`src/rtl/e1lb_pkg.sv`:
```
package e1lb_pkg;
  localparam int NUM_SLOTS = 32;
  localparam int SLOT_W    = $clog2(NUM_SLOTS);
  localparam int BYTE_W    = 8;
  localparam int EN_BIT    = 7;

  typedef struct packed {
    logic              en;
    logic [SLOT_W-1:0] slot;
  } lb_cfg_t;

  function automatic lb_cfg_t ctrl_decode(input logic [BYTE_W-1:0] w);
    lb_cfg_t c;
    c.en   = w[EN_BIT];
    c.slot = w[SLOT_W-1:0];
    return c;
  endfunction

  function automatic logic [BYTE_W-1:0] ctrl_encode(input lb_cfg_t c);
    logic [BYTE_W-1:0] w;
    w              = '0;
    w[EN_BIT]      = c.en;
    w[SLOT_W-1:0]  = c.slot;
    return w;
  endfunction

  function automatic logic slot_hit(input logic v, input logic [SLOT_W-1:0] s,
                                    input lb_cfg_t c);
    return v && c.en && (s == c.slot);
  endfunction
endpackage

```
`src/rtl/e1lb_cfg.sv`:
```
module e1lb_cfg
  import e1lb_pkg::*;
#(
  parameter logic [BYTE_W-1:0] IDLE_RESET = 8'hFF
) (
  input  logic              clk,
  input  logic              rst_n,
  input  logic              cfg_we,
  input  logic              cfg_sel,
  input  logic [BYTE_W-1:0] cfg_wdata,
  input  logic              tx_valid,
  input  logic [SLOT_W-1:0] tx_slot,
  output lb_cfg_t           eff_cfg,
  output logic              cfg_changed,
  output logic [BYTE_W-1:0] idle_code,
  output logic [BYTE_W-1:0] ctrl_rdata
);
  lb_cfg_t pend_q, act_q;
  logic    boundary;

  assign boundary    = tx_valid && (tx_slot == '0);
  assign cfg_changed = boundary && (pend_q != act_q);
  assign eff_cfg     = boundary ? pend_q : act_q;
  assign ctrl_rdata  = ctrl_encode(pend_q);

  always_ff @(posedge clk or negedge rst_n) begin
    if (!rst_n) begin
      pend_q    <= '0;
      act_q     <= '0;
      idle_code <= IDLE_RESET;
    end else begin
      if (cfg_we && !cfg_sel) pend_q    <= ctrl_decode(cfg_wdata);
      if (cfg_we && cfg_sel)  idle_code <= cfg_wdata;
      if (boundary)           act_q     <= pend_q;
    end
  end

  p_hold_cfg_r6: assert property (@(posedge clk) disable iff (!rst_n)
    !boundary |=> (act_q == $past(act_q)));
endmodule

```
`src/rtl/e1lb_line_path.sv`:
```
module e1lb_line_path
  import e1lb_pkg::*;
(
  input  logic              clk,
  input  logic              rst_n,
  input  lb_cfg_t           eff_cfg,
  input  logic              cfg_changed,
  input  logic [BYTE_W-1:0] idle_code,
  input  logic              tx_valid,
  input  logic [SLOT_W-1:0] tx_slot,
  input  logic [BYTE_W-1:0] tx_data,
  output logic              line_valid,
  output logic [BYTE_W-1:0] line_data,
  output logic [BYTE_W-1:0] loop_byte,
  output logic              loop_ok
);
  logic line_hit;

  assign line_hit = slot_hit(tx_valid, tx_slot, eff_cfg);

  always_ff @(posedge clk or negedge rst_n) begin
    if (!rst_n) begin
      line_valid <= 1'b0;
      line_data  <= '0;
      loop_byte  <= '0;
      loop_ok    <= 1'b0;
    end else begin
      line_valid <= tx_valid;
      if (tx_valid) line_data <= line_hit ? idle_code : tx_data;
      if (line_hit) begin
        loop_byte <= tx_data;
        loop_ok   <= 1'b1;
      end else if (cfg_changed) begin
        loop_ok   <= 1'b0;
      end
    end
  end

  p_line_idle_r4: assert property (@(posedge clk) disable iff (!rst_n)
    line_hit |=> (line_data == $past(idle_code)));
  p_line_pass_r3: assert property (@(posedge clk) disable iff (!rst_n)
    (tx_valid && !line_hit) |=> (line_data == $past(tx_data)));
  p_stale_drop_r5: assert property (@(posedge clk) disable iff (!rst_n)
    (cfg_changed && !line_hit) |=> !loop_ok);
  p_line_strobe_r8: assert property (@(posedge clk) disable iff (!rst_n)
    !tx_valid |=> !line_valid);
endmodule

```
`src/rtl/e1lb_sys_path.sv`:
```
module e1lb_sys_path
  import e1lb_pkg::*;
(
  input  logic              clk,
  input  logic              rst_n,
  input  lb_cfg_t           eff_cfg,
  input  logic              cfg_changed,
  input  logic [BYTE_W-1:0] loop_byte,
  input  logic              loop_ok,
  input  logic              rx_valid,
  input  logic [SLOT_W-1:0] rx_slot,
  input  logic [BYTE_W-1:0] rx_data,
  output logic              sys_valid,
  output logic [BYTE_W-1:0] sys_data
);
  logic sys_ins;

  assign sys_ins = slot_hit(rx_valid, rx_slot, eff_cfg) && loop_ok && !cfg_changed;

  always_ff @(posedge clk or negedge rst_n) begin
    if (!rst_n) begin
      sys_valid <= 1'b0;
      sys_data  <= '0;
    end else begin
      sys_valid <= rx_valid;
      if (rx_valid) sys_data <= sys_ins ? loop_byte : rx_data;
    end
  end

  p_sys_pass_r3: assert property (@(posedge clk) disable iff (!rst_n)
    (rx_valid && !sys_ins) |=> (sys_data == $past(rx_data)));
  p_sys_loop_r5: assert property (@(posedge clk) disable iff (!rst_n)
    sys_ins |=> (sys_data == $past(loop_byte)));
endmodule

```
`src/rtl/e1_slot_loopback.sv`:
```
module e1_slot_loopback
  import e1lb_pkg::*;
#(
  parameter logic [BYTE_W-1:0] IDLE_RESET = 8'hFF
) (
  input  logic              clk,
  input  logic              rst_n,
  input  logic              cfg_we,
  input  logic              cfg_sel,
  input  logic [BYTE_W-1:0] cfg_wdata,
  output logic [BYTE_W-1:0] ctrl_rdata,
  output logic [BYTE_W-1:0] idle_rdata,
  input  logic              tx_valid,
  input  logic [SLOT_W-1:0] tx_slot,
  input  logic [BYTE_W-1:0] tx_data,
  output logic              line_valid,
  output logic [BYTE_W-1:0] line_data,
  input  logic              rx_valid,
  input  logic [SLOT_W-1:0] rx_slot,
  input  logic [BYTE_W-1:0] rx_data,
  output logic              sys_valid,
  output logic [BYTE_W-1:0] sys_data
);
  lb_cfg_t           eff_cfg;
  logic              cfg_changed;
  logic [BYTE_W-1:0] idle_code;
  logic [BYTE_W-1:0] loop_byte;
  logic              loop_ok;

  assign idle_rdata = idle_code;

  e1lb_cfg #(.IDLE_RESET(IDLE_RESET)) u_cfg (
    .clk(clk), .rst_n(rst_n), .cfg_we(cfg_we), .cfg_sel(cfg_sel),
    .cfg_wdata(cfg_wdata), .tx_valid(tx_valid), .tx_slot(tx_slot),
    .eff_cfg(eff_cfg), .cfg_changed(cfg_changed), .idle_code(idle_code),
    .ctrl_rdata(ctrl_rdata)
  );

  e1lb_line_path u_line (
    .clk(clk), .rst_n(rst_n), .eff_cfg(eff_cfg), .cfg_changed(cfg_changed),
    .idle_code(idle_code), .tx_valid(tx_valid), .tx_slot(tx_slot),
    .tx_data(tx_data), .line_valid(line_valid), .line_data(line_data),
    .loop_byte(loop_byte), .loop_ok(loop_ok)
  );

  e1lb_sys_path u_sys (
    .clk(clk), .rst_n(rst_n), .eff_cfg(eff_cfg), .cfg_changed(cfg_changed),
    .loop_byte(loop_byte), .loop_ok(loop_ok), .rx_valid(rx_valid),
    .rx_slot(rx_slot), .rx_data(rx_data), .sys_valid(sys_valid),
    .sys_data(sys_data)
  );

  p_rst_strobes_r8: assert property (@(posedge clk) disable iff (!rst_n)
    !rx_valid |=> !sys_valid);
endmodule

```
`config.mk`:
```
export PLATFORM = sky130hd
export DESIGN_NAME = e1_slot_loopback
export DESIGN_NICKNAME = d
export VERILOG_FILES = /design/src/rtl/e1lb_pkg.sv /design/src/rtl/e1lb_cfg.sv /design/src/rtl/e1lb_line_path.sv /design/src/rtl/e1lb_sys_path.sv /design/src/rtl/e1_slot_loopback.sv
export SDC_FILE = /design/constraint.sdc
export NUM_CORES = 1
export LEC_CHECK = 0
export ABC_CLOCK_PERIOD_IN_PS = 5000
export CAP_MARGIN = 30
export CELL_PAD_IN_SITES_DETAIL_PLACEMENT = 2
export CELL_PAD_IN_SITES_GLOBAL_PLACEMENT = 2
export CORE_MARGIN = 8
export CORE_UTILIZATION = 31
export CTS_BUF_LIST = sky130_fd_sc_hd__clkbuf_16
export DETAILED_ROUTE_END_ITERATION = 10
export GPL_TIMING_DRIVEN = 0
export PLACE_DENSITY_LB_ADDON = 0.1
export SKIP_CTS_REPAIR_TIMING = 1
export SYNTH_ARGS = -nofsm -noshare
export SYNTH_HDL_FRONTEND = slang
export SYNTH_SLANG_ARGS = --single-unit
```
`constraint.sdc`:
```
create_clock -name clk -period 5 [get_ports clk]
set_input_delay 1 -clock clk [delete_from_list [all_inputs] [get_ports clk]]
set_output_delay 1 -clock clk [all_outputs]
set_load 0.01 [all_outputs]
```
==> results_tabular.tex, run 1 <==
\begin{tabular}{lr}
\hline
Metric & Value \\
\hline
\multicolumn{2}{l}{\textbf{STA}} \\
\quad Post-route clock period utilization & 0.697 \\
\quad RSZ-0062 raised after global routing & false \\
\quad Worst slack on hold paths & 518 ps \\
\quad Slew margin rel. & 0.634 \\
\quad Count of final max-slew check failures & 0 \\
\quad Time the final worst path needs with I/O delays and setup & between 3000 and 4000 ps \\
\quad Setup clock skew after layout & just over 8 ps \\
\quad Accumulated negative setup slack & 0 ps \\
\quad Smallest setup slack after layout & 1520 ps \\
\quad Worst Max-Slew Pin Slew & approximately 550 ps \\
\quad Maximum clock rate & about 290 MHz \\
\quad Number of setup violations in the final report & 0 \\
\quad Final count of hold timing violations & 0 \\
\multicolumn{2}{l}{\textbf{CTS}} \\
\quad Bufs on Longest Clock Path & 2 \\
\quad Source-to-sink clock delay at the later pin of the worst-skew pair & roughly 300 ps \\
\quad CTS Buf Count & 5 \\
\quad Clock slew at the register clock pins of the worst setup and hold paths & around 70 ps \\
\quad CTS tree & yes \\
\quad Clk sinks & 47 \\
\quad Clock root cell & clkbuf\_16 \\
\quad Maximum level of the CTS H-tree & 2 \\
\multicolumn{2}{l}{\textbf{Placement}} \\
\quad Port Buffers & 71 \\
\quad Placed insts & roughly 430 \\
\quad GPL Wtd Cong & $\sim$0.77 \\
\quad Half-perimeter wire length after detailed placement & 6.46 mm \\
\quad Place WS & 1230 ps \\
\multicolumn{2}{l}{\textbf{Detailed routing}} \\
\quad Number of search-and-repair iterations in the first detailed-routing pass & 4 \\
\quad Total Routed Length & between 8 and 9 mm \\
\quad Number of DRC violations after detailed-routing iteration 0 & between 50 and 60 \\
\quad Drt drc & 0 \\
\quad Number of nets with antenna violations after detailed routing & 0 \\
\quad Overall via count from detail\_route & approximately 2.2k \\
\quad Via count normalized by instance count & about 5.2 \\
\quad Post-DR wirelength/cell & roughly 20 microns \\
\multicolumn{2}{l}{\textbf{GRT}} \\
\quad Grt total ovfl & 0 \\
\quad Number of global-route vias before repair & 2,546 \\
\quad Overall global routing resource usage & 0.159 \\
\quad Pin count of the biggest net entering global routing & 31 \\
\quad Number of antenna violations at the first check in global routing & 0 \\
\quad Global-route wire length before repair & about 14 mm \\
\multicolumn{2}{l}{\textbf{Synthesis}} \\
\quad Primary FF master, synth & dfrtp\_1 \\
\quad Biggest area consumer among synthesized cells & dfrtp\_1 \\
\quad Post-Synthesis Cell Area & about 2500 sq um \\
\quad Share of the yosys chip area belonging to registers & 0.472 \\
\quad Dominant cells by area after synthesis & dfrtp\_1 39\%, mux2\_2 9.0\%, dfstp\_2 8.4\% \\
\quad Proportion of synthesized flip-flops having asynchronous set or reset & 1.00 \\
\quad Most frequent cell after synthesis & dfrtp\_1 \\
\quad Number of distinct library cell variants in the gate-level netlist after synthesis & 47 \\
\quad Ys Warns & 0 \\
\quad FF+latch count, synth & 47 \\
\quad Mean instance size in the synthesized netlist & just over 10 sq um \\
\quad Area fraction of the dominant cell type after synthesis & 0.388 \\
\quad Post-synthesis instance total & about 250 \\
\quad Number of flops mapped to enable cells by yosys & 0 \\
\quad Leading post-synthesis cells by instance count & 39 x dfrtp\_1, 20 x mux2\_2, 16 x a31oi\_1, 16 x nand3\_1 \\
\multicolumn{2}{l}{\textbf{Critical path}} \\
\quad CP Launch Type & input port \\
\quad Kind of capture point of the worst setup path & register \\
\quad WP data required & a little over 5000 ps \\
\quad Top fanout value on the critical path & 9 \\
\quad Path type of the worst setup path & in -> reg \\
\quad CP Data Arrival Time & about 3700 ps \\
\multicolumn{2}{l}{\textbf{Power and ir drop}} \\
\quad LEAKAGE & approximately 1.4 nW \\
\quad Total power after layout & between 1 and 1.5 mW \\
\quad Ratio of total power to cell area & between 300 and 400 nW/um\^{}2 \\
\quad Worst vdd ir & 0.138 mV \\
\multicolumn{2}{l}{\textbf{Worst hold path}} \\
\quad Worst Hold Class & reg -> reg \\
\multicolumn{2}{l}{\textbf{Cells and area}} \\
\quad Nets & around 370 \\
\quad Final standard cell count with taps included and fillers excluded & $\sim$430 \\
\quad Share of final-layout standard cells stronger than drive strength 1 & 0.161 \\
\quad Area grow syn2layout & 42.1\% \\
\quad Number of antenna cells inserted & 0 \\
\multicolumn{2}{l}{\textbf{Die}} \\
\quad Vertical die dimension & roughly 110 microns \\
\quad CORE AREA & approximately 8000 sq um \\
\quad I/O pin cnt & 74 \\
\quad Die footprint & approximately 11,000 sq um \\
\quad Die boundary width & about 110 microns \\
\quad Number of rows created at floorplan & 33 \\
\quad Starting utilization of the core area & 0.312 \\
\multicolumn{2}{l}{\textbf{Status}} \\
\quad Run status & complete, no violations \\
\multicolumn{2}{l}{\textbf{Run}} \\
\quad Maximum capacitance violations & 0 \\
\hline
\end{tabular}
[final timing paths]
check / depth (start not counted) / slack, ps / start / end
max in group asynchronous: 2 / 3830 / rst_n / u_line.line_data[3]
setup reg to reg: 6 / 2760 / u_cfg.ctrl_rdata[3] / u_line.loop_byte[1]
hold / removal: 1 / 520 / u_line.loop_byte[2] / u_line.loop_byte[2]
hold reg to reg: 1 / 520 / u_line.loop_byte[2] / u_line.loop_byte[2]
min in group asynchronous: 1 / 650 / rst_n / u_line.line_valid
setup / recovery: 7 / 1520 / tx_valid / u_line.loop_byte[1]
[sequential cells by signal, summed over array words and instances (netlist names)]
register,flops
u_line.loop_ok,1
u_sys.sys_data,8
u_line.line_valid,1
u_line.line_data,8
u_line.loop_byte,8
u_cfg.idle_code,8
u_sys.sys_valid,1
u_cfg.act_q,6
u_cfg.ctrl_rdata,6
[where the power goes]
group	total (mW)	leakage, nW	switching (mW)	internal, mW
Clock	0.447	0.0959	0.157	0.290
Combinational	0.314	0.783	0.150	0.164
Sequential	0.500	0.555	0.0586	0.441
Total	1.26	1.43	0.365	0.896
[routing by layer]
layer / wire (microns) / global-route usage / share of wire
met1: 3730 / 0.194 / 0.43
met2: 4220 / 0.263 / 0.49
met3: 605 / 0.0538 / 0.070
met4: 59 / 0.0382 / 0.0069
met5: 0 / 0 / 0
[metrics by stage]
step                      utilization  instance area, sq um
after floorplan                     -                  2520
after global placement          0.417                  3360
after detailed placement        0.419                  3370
after CTS                       0.444                  3570
after global routing            0.444                  3570
final                           0.444                  3570
[kinds of logic after synthesis]
group	share of synthesized area
other cells	0.00149
compound gates	0.153
xor+xnor	0.0314
simple gates	0.200
mux	0.100
flops	0.472
buf+inv	0.0418
[worst max-delay path, cell delays in order]
cell	delay, ps
clkdlybuf4s50_1	650
nor4b_4	540
nand2_4	180
a21oi_1	380
o2111ai_4	230
nor2_4	320
mux2_2	380
[cells in the final DEF (no fill, tap or decap), drive strengths merged, types with 8 or more instances in the layout]
master / netlist / final
clkdlybuf4s50: 0 / 70
dfrtp: 39 / 39
mux2: 22 / 22
nand3: 16 / 16
a31oi: 16 / 16
o21ai: 15 / 15
inv: 13 / 14
nand2: 14 / 14
nor2: 13 / 13
nor2b: 11 / 11
clkbuf: 6 / 11
a21oi: 10 / 10
nand2b: 8 / 8
dfstp: 8 / 8
buf: 6 / 8
[cell type report]
cell class              count  area, sq um
clock buffers               5          125
flip-flops and latches     47         1190
repair buffers             72          726
well taps                 105          131
clock inverters             3         71.3
multi-input cells         177         1230
inverters                  13         48.8
plain buffers              12         56.3
fillers                   855         4480
Note: power is estimated with default switching activity, not from simulation.
==> inputs of run 2 (changes only) <==
Settings changed: ABC_CLOCK_PERIOD_IN_PS 5000 to 3550, CORE_UTILIZATION 31 to 29.
Clock period 5 ns to 3.55 ns, I/O delays scaled along.
==> run 2 against run 1 <==
  * Non-clock buffer count stayed put
  * Die area is 5.8% higher
  * Critical path depth stayed put
  * Highest routed layer unchanged
  * Clock power is 4% higher
  * Final cell count is 0.69% higher
==> results_tabular.tex, run 2 (synthesis results as in run 1) <==
\begin{tabular}{lr}
\hline
Metric & Value \\
\hline
\multicolumn{2}{l}{\textbf{STA}} \\
\quad Number of setup violations in the final report & 0 (unchanged) \\
\quad Post-route clock period utilization & 0.895 \\
\quad Count of final max-slew check failures & 0 (unchanged) \\
\quad Time the final worst path needs with I/O delays and setup & around 3200 ps \\
\quad RSZ-0062 raised after global routing & false (unchanged) \\
\quad Accumulated negative setup slack & 0 ps (unchanged) \\
\quad Slew margin rel. & 0.641 (was 0.634) \\
\quad Setup clock skew after layout & 3.50 ps (was 8.07 ps) \\
\quad Maximum clock rate & $\sim$310 MHz \\
\quad Worst Max-Slew Pin Slew & 537 ps (was 547 ps) \\
\quad Final count of hold timing violations & 0 (unchanged) \\
\multicolumn{2}{l}{\textbf{Die}} \\
\quad I/O pin cnt & 74 (unchanged) \\
\quad CORE AREA & 8550 sq um (was 8050 sq um) \\
\quad Vertical die dimension & 109 microns (was 106 microns) \\
\quad Starting utilization of the core area & 0.294 (was 0.312) \\
\quad Number of rows created at floorplan & 34 (was 33) \\
\quad Die boundary width & 109 microns (was 106 microns) \\
\quad Die footprint & 11,900 sq um (was 11,200 sq um) \\
\multicolumn{2}{l}{\textbf{CTS}} \\
\quad Bufs on Longest Clock Path & 2 (unchanged) \\
\quad Clock slew at the register clock pins of the worst setup and hold paths & 70 ps (about the same) \\
\quad Source-to-sink clock delay at the later pin of the worst-skew pair & 280 ps (was 300 ps) \\
\quad Clock root cell & clkbuf\_16 (unchanged) \\
\quad Clk sinks & 47 (unchanged) \\
\quad CTS Buf Count & 5 (unchanged) \\
\quad CTS tree & yes (unchanged) \\
\quad Maximum level of the CTS H-tree & 2 (unchanged) \\
\multicolumn{2}{l}{\textbf{Critical path}} \\
\quad Top fanout value on the critical path & 9 (unchanged) \\
\quad WP data required & 3720 ps (was 5180 ps) \\
\quad Logic depth of the worst setup path including buffers & 7 (unchanged) \\
\quad Path type of the worst setup path & in -> reg (unchanged) \\
\quad Cell type of the slowest stage on the worst timing path & clkdlybuf4s50\_1 (unchanged) \\
\quad Critical path cell sequence & clkdlybuf4s50\_1, nor4b\_4, nand2\_4, a21oi\_1, o2111ai\_4, nor2\_4, mux2\_2 (unchanged) \\
\quad Path depth of the worst reg2reg path & 6 (unchanged) \\
\quad CP Data Arrival Time & 3350 ps (was 3660 ps) \\
\quad CP Launch Type & input port (unchanged) \\
\quad Kind of capture point of the worst setup path & register (unchanged) \\
\quad Top Family by Delay on Critical Path & simple AND/OR/NAND/NOR gates (unchanged) \\
\quad Critical path buffers and inverters & 1 (unchanged) \\
\quad Critical path's largest stage delay & 630 ps (was 650 ps) \\
\multicolumn{2}{l}{\textbf{Placement}} \\
\quad Half-perimeter wire length after detailed placement & 6.35 mm (was 6.46 mm) \\
\quad GPL Wtd Cong & 0.791 (was 0.774) \\
\quad Port Buffers & 71 (unchanged) \\
\multicolumn{2}{l}{\textbf{Detailed routing}} \\
\quad Via count normalized by instance count & 5.10 (was 5.18) \\
\quad Total Routed Length & 8.26 mm (was 8.61 mm) \\
\quad Drt drc & 0 (unchanged) \\
\quad Number of DRC violations after detailed-routing iteration 0 & 52 (was 58) \\
\quad Overall via count from detail\_route & 2,227 (was 2,248) \\
\quad Number of search-and-repair iterations in the first detailed-routing pass & 3 (was 4) \\
\quad Post-DR wirelength/cell & 18.9 microns (was 19.8 microns) \\
\quad Number of nets with antenna violations after detailed routing & 0 (unchanged) \\
\multicolumn{2}{l}{\textbf{Power and ir drop}} \\
\quad LEAKAGE & 1.41 nW (was 1.43 nW) \\
\quad Ratio of total power to cell area & 455 nW/um\^{}2 (was 353 nW/um\^{}2) \\
\quad Worst vdd ir & 0.209 mV (was 0.138 mV) \\
\multicolumn{2}{l}{\textbf{Cells and area}} \\
\quad Area grow syn2layout & 40.0\% (was 42.1\%) \\
\quad Total of fill cells in the finished design & 955 (was 855) \\
\quad Number of antenna cells inserted & 0 (unchanged) \\
\quad Share of final-layout standard cells stronger than drive strength 1 & 0.158 (was 0.161) \\
\quad Leading cell type in the layout, fill and taps excluded & clkdlybuf4s50\_1 (unchanged) \\
\quad Final Core Density & 0.412 (was 0.444) \\
\quad Nets & 368 (unchanged) \\
\quad Commonest cells after routing, fill and taps aside & 70 x clkdlybuf4s50\_1, 39 x dfrtp\_1, 20 x mux2\_2 (unchanged) \\
\multicolumn{2}{l}{\textbf{Status}} \\
\quad Run status & complete, no violations (unchanged) \\
\multicolumn{2}{l}{\textbf{GRT}} \\
\quad Number of global-route vias before repair & 2,466 (was 2,546) \\
\quad Number of antenna violations at the first check in global routing & 0 (unchanged) \\
\quad Grt total ovfl & 0 (unchanged) \\
\quad Overall global routing resource usage & 0.147 (was 0.159) \\
\quad Global-route wire length before repair & 13.7 mm (was 14.1 mm) \\
\quad Pin count of the biggest net entering global routing & 35 (was 31) \\
\multicolumn{2}{l}{\textbf{Worst hold path}} \\
\quad Worst Hold Class & in -> async (was reg -> reg) \\
\multicolumn{2}{l}{\textbf{Run}} \\
\quad Maximum capacitance violations & 0 (unchanged) \\
\hline
\end{tabular}
-- run 2: changes by cell type in the layout (fill, tap and decap cells not counted) --
cell | previous run | this run
inv_1 | 13 | 14
clkinv_2 | 0 | 1
inv_8 | 1 | 0
bufinv_16 | 2 | 0
clkinvlp_4 | 0 | 1
-- run 2: per-layer routing --
layer | routed length [microns] | global-route usage | vias to the layer above
met2 | 3920 | 0.234 | 52
li1 | - | - | 1051
met4 | 70 | 0.0323 | 0
met5 | 0 | 0 | -
met1 | 3760 | 0.192 | 1118
met3 | 509 | 0.0414 | 6
-- run 2: final timing paths --
| check | start | end | slack [ps] |
|---|---|---|---|
| setup reg to reg | u_cfg.ctrl_rdata[3] | u_line.loop_byte[7] | 1350 |
| hold / removal | rst_n | u_line.line_valid | 330 |
| max in group asynchronous | rst_n | u_cfg.idle_code[3] | 2650 |
| min in group clk | u_line.loop_byte[2] | u_line.loop_byte[2] | 500 |
| hold reg to reg | u_line.loop_byte[2] | u_line.loop_byte[2] | 500 |
| setup / recovery | tx_valid | u_line.loop_byte[7] | 370 |
-- run 2: cell type report --
class,count,area [sq um],share of cell area
buffer,12,56.3,0.0160
inverter,13,48.8,0.0139
clock inverter,3,16.3,0.00462
timing repair buffer,72,726,0.206
tap,108,135,0.0384
clock buffer,5,125,0.0355
multi-input combinational,177,1230,0.348
sequential,47,1190,0.337
-- run 2: report_power, final --
group | switching (mW) | total [mW] | leakage, nW | internal [mW]
Combinational | 0.204 | 0.435 | 0.783 | 0.231
Sequential | 0.0819 | 0.704 | 0.555 | 0.622
Clock | 0.206 | 0.463 | 0.0710 | 0.258
Total | 0.491 | 1.60 | 1.41 | 1.11
-- run 2: through the flow --
step	instance area, sq um	hold slack, ps	power (mW)	instances	worst slack (ps)
3_3_place_gp	3360	472	1.14	428	38.2
6_report	3520	325	1.60	437	372
4_1_cts	3520	340	1.63	437	333
3_5_place_dp	3380	484	1.16	429	30.7
5_1_grt	3520	347	1.70	437	121
2_1_floorplan	2520	414	0.918	249	1080
